--- config.mk ---
export PLATFORM = sky130hd
export DESIGN_NAME = pt_walker
export DESIGN_NICKNAME = d
export VERILOG_FILES = /design/src/rtl/pt_walk_pkg.sv /design/src/rtl/pt_walk_fsm.sv /design/src/rtl/pt_addr_gen.sv /design/src/rtl/pt_entry_decode.sv /design/src/rtl/pt_walker.sv
export SDC_FILE = /design/constraint.sdc
export NUM_CORES = 1
export LEC_CHECK = 0
export BUFFER_PORTS_ARGS = -buffer_cell sky130_fd_sc_hd__buf_2
export CAP_MARGIN = 20
export CORE_MARGIN = 5
export CORE_UTILIZATION = 58
export CTS_BUF_LIST = sky130_fd_sc_hd__clkbuf_4
export CTS_CLUSTER_SIZE = 8
export DETAILED_ROUTE_END_ITERATION = 10
export PLACE_DENSITY = 0.94
export SETUP_SLACK_MARGIN = 0.2
export SKIP_CTS_REPAIR_TIMING = 1
export SYNTH_ARGS = -nofsm -noshare
export SYNTH_HDL_FRONTEND = slang
export SYNTH_SLANG_ARGS = --single-unit
--- constraint.sdc ---
create_clock -name clk -period 4.6 [get_ports clk]
set_input_delay 0.23 -clock clk [delete_from_list [all_inputs] [get_ports clk]]
set_output_delay 0.23 -clock clk [all_outputs]
set_load 0.05 [all_outputs]
--- src/rtl/pt_walk_pkg.sv ---
// Shared types for the page table walker: walk states and fault codes.
package pt_walk_pkg;

    typedef enum logic [2:0] {
        WS_IDLE     = 3'd0,
        WS_DIR_REQ  = 3'd1,
        WS_DIR_WAIT = 3'd2,
        WS_TBL_REQ  = 3'd3,
        WS_TBL_WAIT = 3'd4,
        WS_DONE     = 3'd5
    } walk_state_t;

    localparam logic [1:0] FLT_NONE = 2'd0;
    localparam logic [1:0] FLT_DIR  = 2'd1;
    localparam logic [1:0] FLT_PAGE = 2'd2;

endpackage

--- src/rtl/pt_walk_fsm.sv ---
// Walk sequencer: steps directory read, leaf read and result hand-off.
// Assumes one response per accepted request, arriving after the request.
// Responses outside the wait states are ignored.
module pt_walk_fsm
    import pt_walk_pkg::*;
(
    input  logic clk,
    input  logic rst_n,
    input  logic miss_valid,
    input  logic mem_req_ready,
    input  logic mem_rsp_valid,
    input  logic dir_ok,
    input  logic res_ready,
    output logic miss_ready,
    output logic mem_req_valid,
    output logic sel_tbl_addr,
    output logic res_valid,
    output logic take_miss,
    output logic take_dir,
    output logic take_tbl
);

    walk_state_t state_q, state_d;

    // Next-state selection for the walk sequence.
    always_comb begin
        state_d = state_q;
        unique case (state_q)
            WS_IDLE:     if (miss_valid)    state_d = WS_DIR_REQ;
            WS_DIR_REQ:  if (mem_req_ready) state_d = WS_DIR_WAIT;
            WS_DIR_WAIT: if (mem_rsp_valid) state_d = dir_ok ? WS_TBL_REQ : WS_DONE;
            WS_TBL_REQ:  if (mem_req_ready) state_d = WS_TBL_WAIT;
            WS_TBL_WAIT: if (mem_rsp_valid) state_d = WS_DONE;
            WS_DONE:     if (res_ready)     state_d = WS_IDLE;
            default:                        state_d = WS_IDLE;
        endcase
    end

    // State register with synchronous active-low reset.
    always_ff @(posedge clk) begin
        if (!rst_n) state_q <= WS_IDLE;
        else        state_q <= state_d;
    end

    // Handshake and capture strobes decoded from the state.
    always_comb begin
        miss_ready    = (state_q == WS_IDLE);
        mem_req_valid = (state_q == WS_DIR_REQ) || (state_q == WS_TBL_REQ);
        sel_tbl_addr  = (state_q == WS_TBL_REQ);
        res_valid     = (state_q == WS_DONE);
        take_miss     = miss_ready && miss_valid;
        take_dir      = (state_q == WS_DIR_WAIT) && mem_rsp_valid;
        take_tbl      = (state_q == WS_TBL_WAIT) && mem_rsp_valid;
    end

endmodule

--- src/rtl/pt_addr_gen.sv ---
// Read address generator: directory entry address from the base and the
// upper index, or leaf entry address from the captured frame and the
// middle index. Purely combinational.
module pt_addr_gen #(
    parameter int VA_W       = 32,
    parameter int PA_W       = 32,
    parameter int PAGE_SHIFT = 12,
    parameter int ENTRY_LOG2 = 2,
    localparam int TBL_IDX_W = PAGE_SHIFT - ENTRY_LOG2,
    localparam int PFN_W     = PA_W - PAGE_SHIFT
) (
    input  logic [VA_W-1:0]  va,
    input  logic [PA_W-1:0]  dir_base,
    input  logic [PFN_W-1:0] tbl_pfn,
    input  logic             sel_tbl,
    output logic [PA_W-1:0]  addr
);

    localparam int DIR_IDX_W = VA_W - PAGE_SHIFT - TBL_IDX_W;

    logic [DIR_IDX_W-1:0] dir_idx;
    logic [TBL_IDX_W-1:0] tbl_idx;
    logic [PA_W-1:0]      dir_addr;
    logic [PA_W-1:0]      tbl_addr;

    // Index split and scaled entry offsets.
    always_comb begin
        dir_idx  = va[VA_W-1 -: DIR_IDX_W];
        tbl_idx  = va[PAGE_SHIFT +: TBL_IDX_W];
        dir_addr = dir_base + (PA_W'(dir_idx) << ENTRY_LOG2);
        tbl_addr = {tbl_pfn, {PAGE_SHIFT{1'b0}}} + (PA_W'(tbl_idx) << ENTRY_LOG2);
        addr     = sel_tbl ? tbl_addr : dir_addr;
    end

endmodule

--- src/rtl/pt_entry_decode.sv ---
// Table entry field decoder. Directory and leaf entries share one layout:
// bit 0 valid, bit 1 present, bit 2 dirty, bits PAGE_SHIFT-1:3 permission,
// top bits frame number. Directory use takes only valid and frame.
module pt_entry_decode #(
    parameter int PA_W       = 32,
    parameter int PAGE_SHIFT = 12,
    parameter int ENTRY_LOG2 = 2,
    localparam int ENTRY_W   = 8 << ENTRY_LOG2,
    localparam int PFN_W     = PA_W - PAGE_SHIFT,
    localparam int PERM_W    = PAGE_SHIFT - 3
) (
    input  logic [ENTRY_W-1:0] word,
    output logic               valid,
    output logic               present,
    output logic               dirty,
    output logic [PERM_W-1:0]  perm,
    output logic [PFN_W-1:0]   pfn
);

    // Field extraction.
    always_comb begin
        valid   = word[0];
        present = word[1];
        dirty   = word[2];
        perm    = word[3 +: PERM_W];
        pfn     = word[ENTRY_W-1 -: PFN_W];
    end

endmodule

--- src/rtl/pt_walker.sv ---
// Two-level page table walker top. Captures the miss, issues the directory
// read and, if that entry is valid, the leaf read, then holds the result
// until acknowledged. Assumes the memory returns one word per request.
module pt_walker
    import pt_walk_pkg::*;
#(
    parameter int VA_W       = 32,
    parameter int PA_W       = 32,
    parameter int PAGE_SHIFT = 12,
    parameter int ENTRY_LOG2 = 2,
    localparam int ENTRY_W   = 8 << ENTRY_LOG2,
    localparam int PFN_W     = PA_W - PAGE_SHIFT,
    localparam int PERM_W    = PAGE_SHIFT - 3
) (
    input  logic               clk,
    input  logic               rst_n,
    input  logic               miss_valid,
    output logic               miss_ready,
    input  logic [VA_W-1:0]    miss_va,
    input  logic [PA_W-1:0]    dir_base,
    output logic               mem_req_valid,
    input  logic               mem_req_ready,
    output logic [PA_W-1:0]    mem_req_addr,
    input  logic               mem_rsp_valid,
    input  logic [ENTRY_W-1:0] mem_rsp_data,
    output logic               res_valid,
    input  logic               res_ready,
    output logic [PA_W-1:0]    res_pa,
    output logic [PERM_W-1:0]  res_perm,
    output logic               res_dirty,
    output logic [1:0]         res_fault
);

    logic [VA_W-1:0]   va_q;
    logic [PA_W-1:0]   base_q;
    logic [PFN_W-1:0]  tbl_pfn_q;
    logic              sel_tbl, take_miss, take_dir, take_tbl;
    logic              e_valid, e_present, e_dirty;
    logic [PERM_W-1:0] e_perm;
    logic [PFN_W-1:0]  e_pfn;

    pt_walk_fsm i_fsm (
        .clk           (clk),
        .rst_n         (rst_n),
        .miss_valid    (miss_valid),
        .mem_req_ready (mem_req_ready),
        .mem_rsp_valid (mem_rsp_valid),
        .dir_ok        (e_valid),
        .res_ready     (res_ready),
        .miss_ready    (miss_ready),
        .mem_req_valid (mem_req_valid),
        .sel_tbl_addr  (sel_tbl),
        .res_valid     (res_valid),
        .take_miss     (take_miss),
        .take_dir      (take_dir),
        .take_tbl      (take_tbl)
    );

    pt_addr_gen #(
        .VA_W(VA_W), .PA_W(PA_W), .PAGE_SHIFT(PAGE_SHIFT), .ENTRY_LOG2(ENTRY_LOG2)
    ) i_addr (
        .va       (va_q),
        .dir_base (base_q),
        .tbl_pfn  (tbl_pfn_q),
        .sel_tbl  (sel_tbl),
        .addr     (mem_req_addr)
    );

    pt_entry_decode #(
        .PA_W(PA_W), .PAGE_SHIFT(PAGE_SHIFT), .ENTRY_LOG2(ENTRY_LOG2)
    ) i_dec (
        .word    (mem_rsp_data),
        .valid   (e_valid),
        .present (e_present),
        .dirty   (e_dirty),
        .perm    (e_perm),
        .pfn     (e_pfn)
    );

    // Miss capture: address and directory base held for the whole walk.
    always_ff @(posedge clk) begin
        if (!rst_n) begin
            va_q   <= '0;
            base_q <= '0;
        end else if (take_miss) begin
            va_q   <= miss_va;
            base_q <= dir_base;
        end
    end

    // Directory capture: frame of the second-level page.
    always_ff @(posedge clk) begin
        if (!rst_n)        tbl_pfn_q <= '0;
        else if (take_dir) tbl_pfn_q <= e_pfn;
    end

    // Result capture: cleared on a new miss, filled by either level.
    always_ff @(posedge clk) begin
        if (!rst_n || take_miss) begin
            res_pa    <= '0;
            res_perm  <= '0;
            res_dirty <= 1'b0;
            res_fault <= FLT_NONE;
        end else if (take_dir && !e_valid) begin
            res_fault <= FLT_DIR;
        end else if (take_tbl) begin
            if (e_valid && e_present) begin
                res_pa    <= {e_pfn, va_q[PAGE_SHIFT-1:0]};
                res_perm  <= e_perm;
                res_dirty <= e_dirty;
                res_fault <= FLT_NONE;
            end else begin
                res_fault <= FLT_PAGE;
            end
        end
    end

endmodule

==> results of run 1 <==
==> where the power goes <==
group / switching (mW) / internal [mW]
Combinational: 0.621 / 0.285
Sequential: 0.0759 / 1.21
Clock: 0.458 / 0.335
==> area by class of cell <==
type                       instances  area, um^2
tap                              136         170
sequential                       131        2620
clock inverter                    14         153
inverter                           4        15.0
fill                             663        2050
timing repair buffer             280        1900
clock buffer                      18         135
multi-input combinational        599        3240
==> critical path, delay by kind of cell (launching register included) <==
family          cells  cell delay (ns)
compound gates      5             1.34
fa+ha+maj           2             0.65
buf+inv             1             0.30
flops               1             0.34
==> synth_stat cells (all sizes together) (11+ instances only) <==
cell type,count
nand3,11
and3,12
a21oi,54
a21boi,84
buf,18
dfxtp,131
a31oi,20
nand2,275
clkbuf,36
nor2,28
o21ai,17
==> registers in the layout, summed over array words and instances (netlist names) <==
signal / count
base_q: 32
i_fsm.state_q: 3
res_dirty: 1
res_fault: 2
res_pa: 32
res_perm: 9
tbl_pfn_q: 20
va_q: 32
==> per-stage QoR <==
| step | worst slack [ns] | hold slack (ns) |
|---|---|---|
| 6_report | 1.24 | 0.0152 |
| 5_1_grt | 1.02 | -0.00723 |
| 4_1_cts | 1.24 | -0.0816 |
| 3_5_place_dp | 1.83 | 0.445 |
| 3_3_place_gp | 1.86 | 0.437 |
| 2_1_floorplan | 1.59 | 0.366 |
==> metal layers <==
layer | wire [um] | vias to the layer above
li1 | - | 3200
met1 | 7400 | 3066
met2 | 9550 | 378
met3 | 1640 | 80
met4 | 818 | 0
met5 | 0 | -
==> cell families after synthesis <==
logic type	after synthesis
AO/OA/AOI/OAI	211
buffers and inverters	58
adder cells (fa/ha/maj)	11
flip-flops	131
multiplexers	2
AND/OR/NAND/NOR	368
XOR/XNOR	7
==> worst paths after layout <==
kind | end | slack, ns | cells past startpoint
setup / recovery | mem_req_addr[22] | 1.24 | 8
hold reg to reg | res_pa[3]$_SDFFE_PP0P_ | 0.45 | 2
setup reg to reg | res_pa[5]$_SDFFE_PP0P_ | 2.37 | 5
hold / removal | base_q[23]$_SDFFE_PN0P_ | 0.02 | 3
==> flow_summary.yaml, run 1 <==
yosys:
  syn_nets: 901
  synthesis.area_mm2: 0.00610
  yosysSeqAreaShare: 0.430
  synth-simple-area-share: 0.257
  synth_edf_count: 0
  synthXorXnorAreaFrac: 0.0100
  yosys_register_bits: 131
  synth_ff_type: "dfxtp_1"
  syn_inst: 788
  yosysTopAreaCellShare: 0.430
  synth_top_family_by_area: "simple AND/OR/NAND/NOR gates"
  synth_fa_ha_area_frac: 0.0238
  synth_cell_types: 52
  synth-compound-area-share: 0.235
  synthMuxAreaShare: 0.00349
  yosys_warnings: 0
  synthTopCellsByArea: "dfxtp_1 (43%), nand2_1 (17%), a21boi_0 (10%), a21oi_1 (4.4%), clkbuf_1 (2.2%)"
  async_flop_share: 0
  synth_area_per_cell_um2: 7.75
  synth_top_cell_by_area: "dfxtp_1"
floorplan:
  rows: 37
  ios: 181
  die_y_um: 113
  coreArea_mm2: 0.0103
  start_util: 0.594
  fp.dieArea_mm2: 0.0127
  dieWidth_um: 113
clock_tree:
  root_buffer: "clkbuf_4"
  clockBufferDepth: 2
  cts_made_buffers: 17
  cts.sinks: 131
  path_clk_slew_ns: 0.13
  htreeDepth: 4
  insertion_delay_ns: 0.51
  cts_tree: "done"
global_route:
  antenna_found_initial: 0
  grt_pass1_vias: 5550
  gr-usage-all-layers: 0.243
  grt_max_degree: 89
  grt_pass1_wl_um: 25900
  grt.busiest_layer: "met2"
  use_met3: 0.0642
  grt_overflow_total: 0
  gr-usage-met2: 0.380
  met1_usage: 0.321
critical_path:
  worstSetupStartpointType: "flip-flop"
  critPathRequiredTime_ns: 4.37
  crit_chain: "ha_1 -> fa_1 -> a211oi_1 -> o21bai_2 -> a31oi_4 -> o31ai_1 -> a31oi_1 -> buf_2"
  rr_startpoint: "i_fsm.state_q[2]$_SDFFE_PN0P_"
  crit_fanout: 19
  end_kind: "output pin"
  path_class: "reg2out"
  critPathLaunch: "base_q[2]$_SDFFE_PN0P_"
  cp.arrival_ns: 3.13
  cp_slowest_cell: "fa_1"
  critPathMaxStageDelay_ns: 0.43
routing:
  wl_um: 19400
  ant_nets: 0
  dr.pass1.iters: 6
  vias: 6724
  drc: 0
  drt_iter0_markers: 599
  wl_per_cell_um: 16.4
  vias_per_cell: 5.69
placed_design:
  place.gp.congestion: 0.966
  placement.cell_area_mm2: 0.00699
  placed_cells: 1056
  port_buffers: 180
  dp_hpwl_um: 11400
layout:
  instances_no_fill: 1182
  layout_commonest_cell: "nand2_1"
  final_layout_size_suffix_gt1_frac: 0.219
  fin_nets: 1146
  fin_util: 0.801
  syn_to_final_growth_pct: 34.8
  antenna_cells: 0
  final_cell_mix: "nand2_1 (274), buf_2 (180), dfxtp_1 (131)"
  final_area_mm2: 0.00823
sta:
  fin_crit_ns: 3.36
  finClkSkew_ns: 0.0198
  fin_tns_setup_ns: 0
  tightest_slew_ns: 0.797
  relSlewSlack: 0.467
  finalCritPeriodShare: 0.729
  setup_viol: 0
  fmax_ghz: 0.298
  final_hold_viol_count: 0
  rsz0062_at_grt: "false"
  final_max_slew_viol_count: 0
power:
  p_per_area_mw_per_mm2: 363
  p_leak_nw: 3.46
  power.total_mw: 2.99
  peakVddDrop_mv: 0.253
hold_path:
  min_path_type: "in2reg"
  min-delay-start: "dir_base[23]"
status:
  status: "finished clean"
flow_run:
  cap_violations: 0
(Power assumes the default switching activity.)
==> run 2, diff against run 1 <==
Settings changed: CORE_UTILIZATION 58 to 54, PLACE_DENSITY 0.94 to 0.89.
Clock period 4.6 ns to 3.1 ns, I/O delays scaled along.
==> flow_summary.yaml, run 2 (same netlist as run 1, synthesis figures left out) <==
routing:
  drc: 0
  top_layer_used: "met4"
  wl_um: 22100
  drt_iter0_markers: 882
  wl_met2_um: 10900
  vias: 6987
  dr.pass1.iters: 7
  vias_per_cell: 5.76
  wl_met3_um: 1900
  wl_per_cell_um: 18.2
  ant_nets: 0
  wl_met1_um: 8480
global_route:
  grt_pass1_wl_um: 25200
  grt_overflow_total: 0
  grt_max_degree: 88
  grt_pass1_vias: 5279
  antenna_found_initial: 0
  gr-usage-all-layers: 0.230
power:
  peakVddDrop_mv: 0.458
  p_leak_nw: 3.60
  p_seq_frac: 0.417
  power.total_mw: 4.66
  p_per_area_mw_per_mm2: 526
  p_sw_mw: 1.88
  power.share.switching: 0.403
  clkPwrFrac: 0.250
  power_frac_comb: 0.333
  cell_internal_pwr_mw: 2.79
placed_design:
  placement.cell_area_mm2: 0.00708
  port_buffers: 180
  placed_cells: 1063
  dp_hpwl_um: 11400
  place.gp.congestion: 0.934
floorplan:
  rows: 38
  die_y_um: 116
  start_util: 0.558
  dieWidth_um: 116
  coreArea_mm2: 0.0109
  ios: 181
  fp.dieArea_mm2: 0.0135
status:
  violations: "hold timing"
  status: "finished, violations left"
critical_path:
  rr_startpoint: "i_fsm.state_q[2]$_SDFFE_PN0P_"
  crit_fanout: 5
  cpMostUsedCell: "buf_6"
  worstSetupStartpointType: "flip-flop"
  end_kind: "output pin"
  cp-endpoint: "mem_req_addr[19]"
  critPathRequiredTime_ns: 2.94
  critPathLaunch: "base_q[8]$_SDFFE_PN0P_"
  crit_chain: "ha_4 -> a21o_4 -> a2111o_1 -> buf_6 -> o211ai_4 -> o21ai_1 -> a31oi_2 -> buf_6"
  path_class: "reg2out"
  critPathMaxStageDelay_ns: 0.49
  r2r_slack_ns: 0.65
  cp_slowest_cell: "a2111o_1"
  cp.arrival_ns: 2.82
  worstRegToRegCells: 5
  r2r-end: "base_q[1]$_SDFFE_PN0P_"
clock_tree:
  root_buffer: "clkbuf_4"
  insertion_delay_ns: 0.56
  path_clk_slew_ns: 0.13
  cts_tree: "done"
  clockBufferDepth: 2
  cts_made_buffers: 17
  htreeDepth: 4
  cts.sinks: 131
layout:
  final_area_mm2: 0.00887
  final_layout_size_suffix_gt1_frac: 0.280
  syn_to_final_growth_pct: 45.4
  largestRegisters: "base_q: 32 flops, res_pa: 32 flops, va_q: 32 flops"
  fin_nets: 1172
  fin_util: 0.811
  layout_commonest_cell: "nand2_1"
  instances_no_fill: 1213
  final_cell_mix: "nand2_1 (273), buf_2 (158), dfxtp_1 (119)"
sta:
  setup_viol: 0
  final_hold_viol_count: 1
  finClkSkew_ns: 0.0381
  holdWs_ns: -0.00735
  tightest_slew_ns: 0.813
  relSlewSlack: 0.456
  fin_crit_ns: 2.98
  fmax_ghz: 0.336
  final_max_slew_viol_count: 0
  rsz0062_at_grt: "true"
  finalCritPeriodShare: 0.961
flow_run:
  cap_violations: 0
hold_path:
  min_path_type: "in2reg"
  hold_path_depth: 3
-- run 2: changes by cell type in the layout (fill, tap and decap cells not counted), sizes merged, moves of 2 or more --
cell         before  now
buf             187  208
inv               8   11
o211ai            2    5
clkinvlp          4    2
dlygate4sd3      93   95
-- run 2: power by group through the flow --
stage,Sequential (mW),Clock (mW),Combinational [mW]
floorplan,1.91,0,0.941
global placement,1.94,0,1.23
detailed placement,1.95,0,1.24
CTS,1.91,1.16,1.24
global route,1.96,1.23,1.65
finish,1.94,1.17,1.56
-- run 2: through the flow --
step                      TNS, ns  worst slack, ns  hold slack [ns]
final                           0            0.122         -0.00735
after global routing            0           0.0305         -0.00221
after CTS                   -3.66           -0.269           -0.202
after detailed placement        0            0.335            0.402
after global placement          0            0.440            0.397
after floorplan                 0            0.214            0.291
-- run 2: layer usage --
metal  up-vias  GRT usage
met3        87     0.0503
met5         -          0
li1       3250          -
met1      3208      0.323
met4         0     0.0673
met2       442      0.358
-- run 2: area by class of cell --
class / instances / area [um^2]
Sequential cell: 131 / 2640
Clock inverter: 15 / 148
Multi-Input combinational cell: 602 / 3580
Antenna cell: 1 / 2.50
Fill cell: 632 / 2060
Inverter: 4 / 15.0
Timing Repair Buffer: 303 / 2190
Clock buffer: 17 / 128
Tap cell: 140 / 175
-- run 2: how the worst min path moves through the flow --
| stage | startpoint | end | slack [ns] |
|---|---|---|---|
| after detailed placement | mem_rsp_data[4] | res_perm[1]$_SDFFE_PP0P_ | 0.40 |
| after global placement | mem_rsp_data[3] | res_perm[0]$_SDFFE_PP0P_ | 0.40 |
| final | mem_req_ready | i_fsm.state_q[1]$_SDFFE_PN0P_ | -0.007 |
| after floorplan | mem_rsp_data[2] | res_dirty$_SDFFE_PP0P_ | 0.29 |
| after global routing | mem_req_ready | i_fsm.state_q[0]$_SDFFE_PN0P_ | -0.002 |
| after CTS | mem_rsp_data[4] | res_perm[1]$_SDFFE_PP0P_ | -0.20 |
-- run 2: critical path, delay by kind of cell, from the launching register on --
| family | cells | cell delay [ns] |
|---|---|---|
| adders and majority gates | 1 | 0.25 |
| AOI/OAI and AO/OA | 5 | 1.28 |
| buffers and inverters | 2 | 0.38 |
| DFF | 1 | 0.36 |
==> run 3, diff against run 2 <==
Settings changed: CORE_UTILIZATION 54 to 52, CTS_BUF_LIST sky130_fd_sc_hd__clkbuf_4 to not set, PLACE_DENSITY 0.89 to 0.86.
==> flow_summary.yaml, run 3 (same netlist as run 1, synthesis figures left out) <==
status:
  status: "finished, violations left"
  violations: "hold timing"
clock_tree:
  cts_tree: "done"
  root_buffer: "clkbuf_16"
  cts.sinks: 131
  path_clk_slew_ns: 0.06
  clockBufferDepth: 2
  insertion_delay_ns: 0.42
  cts_made_buffers: 17
  htreeDepth: 4
layout:
  fillers: 913
  layout_commonest_cell: "nand2_1"
  fin_nets: 1078
  final_layout_size_suffix_gt1_frac: 0.272
  syn_to_final_growth_pct: 34.2
  final_cell_mix: "nand2_1 (273), buf_2 (163), dfxtp_1 (128)"
  largestRegisters: "base_q: 32 flops, res_pa: 32 flops, va_q: 32 flops"
  final_area_mm2: 0.00819
  fin_util: 0.714
  antenna_cells: 0
global_route:
  gr-usage-all-layers: 0.229
  antenna_found_initial: 0
  grt_max_degree: 65
  grt_pass1_wl_um: 26900
  grt_overflow_total: 0
  grt_pass1_vias: 5633
hold_path:
  min_to: "res_perm[6]$_SDFFE_PP0P_"
  min_path_type: "in2reg"
  min-delay-start: "mem_rsp_data[9]"
  hold_path_depth: 3
sta:
  finClkSkew_ns: 0.0146
  fmax_ghz: 0.351
  final.setup.worst_slack_ns: 0.248
  setup_viol: 0
  final_hold_viol_count: 16
  relSlewSlack: 0.477
  fin_crit_ns: 2.85
  tightest_slew_ns: 0.783
  final_max_slew_viol_count: 0
  finalCritPeriodShare: 0.920
  holdWs_ns: -0.0163
  rsz0062_at_grt: "true"
routing:
  ant_nets: 0
  drc: 0
  vias_per_cell: 5.46
  drt_iter0_markers: 460
  wl_um: 17200
  wl_per_cell_um: 15.3
  dr.pass1.iters: 5
  vias: 6125
critical_path:
  cp_slowest_cell: "or4_1"
  path_buf_inv: 2
  end_kind: "output pin"
  crit_chain: "ha_4 -> fa_2 -> a211oi_2 -> o21bai_2 -> a31oi_4 -> buf_12 -> or4_1 -> a31oi_2 -> buf_6"
  worstSetupStartpointType: "flip-flop"
  worstRegToRegCells: 5
  rr_startpoint: "i_fsm.state_q[0]$_SDFFE_PN0P_"
  critPathMaxStageDelay_ns: 0.51
  path_class: "reg2out"
  crit_family: "compound AO/OA/AOI/OAI gates"
  cp.arrival_ns: 2.70
  critPathRequiredTime_ns: 2.94
  crit_fanout: 19
  r2r-end: "base_q[1]$_SDFFE_PN0P_"
  r2r_slack_ns: 0.91
flow_run:
  cap_violations: 0
power:
  peakVddDrop_mv: 0.448
  power.total_mw: 5.58
  p_per_area_mw_per_mm2: 681
  p_leak_nw: 3.35
floorplan:
  die_y_um: 118
  ios: 181
  dieWidth_um: 118
  rows: 39
  coreArea_mm2: 0.0115
  start_util: 0.532
  fp.dieArea_mm2: 0.0140
placed_design:
  dpl_worst_slack_ns: 0.343
  place.gp.congestion: 0.924
  dp_hpwl_um: 11400
  placement.cell_area_mm2: 0.00708
  port_buffers: 180
==> run 3: layout make-up <==
class,count,area [um^2],area share
Clock buffer,20,447,0.0545
Timing Repair Buffer,210,1250,0.153
Multi-Input combinational cell,601,3450,0.421
Inverter,4,15.0,0.00183
Clock inverter,12,228,0.0278
Tap cell,143,179,0.0218
Sequential cell,131,2630,0.321
==> run 3: worst max path at each step <==
stage,startpoint,endpoint,slack (ns),cells past startpoint
3_5_place_dp,base_q[2]$_SDFFE_PN0P_,mem_req_addr[18],0.34,8
4_1_cts,base_q[2]$_SDFFE_PN0P_,mem_req_addr[18],-0.11,8
3_3_place_gp,base_q[2]$_SDFFE_PN0P_,mem_req_addr[18],0.41,8
2_1_floorplan,base_q[2]$_SDFFE_PN0P_,mem_req_addr[8],0.21,7
5_1_grt,va_q[22]$_SDFFE_PN0P_,mem_req_addr[14],0.14,9
6_report,va_q[22]$_SDFFE_PN0P_,mem_req_addr[18],0.25,9
==> run 3: tightest hold or removal path, stage by stage <==
cell and delay (ns):
buf_2 0.09, nand2_1 0.04, a21oi_1 0.05
==> run 3: per-stage QoR <==
stage,hold slack [ns],setup TNS [ns],cells
2_1_floorplan,0.291,0,788
3_3_place_gp,0.400,0,1065
3_5_place_dp,0.402,0,1065
4_1_cts,-0.0290,-0.829,1097
5_1_grt,-0.0000138,0,1121
6_report,-0.0163,0,1121
==> run 3: where the power goes <==
group	internal, mW	switching (mW)
sequential	1.81	0.122
clock	1.54	0.760
combinational	0.443	0.917
total	3.78	1.80
==> run 3: routing by layer <==
layer,vias to the layer above,GRT usage,share of wire
li1,3057,-,-
met1,2787,0.310,0.44
met2,241,0.351,0.46
met3,40,0.0535,0.077
met4,0,0.0961,0.027
met5,-,0,0
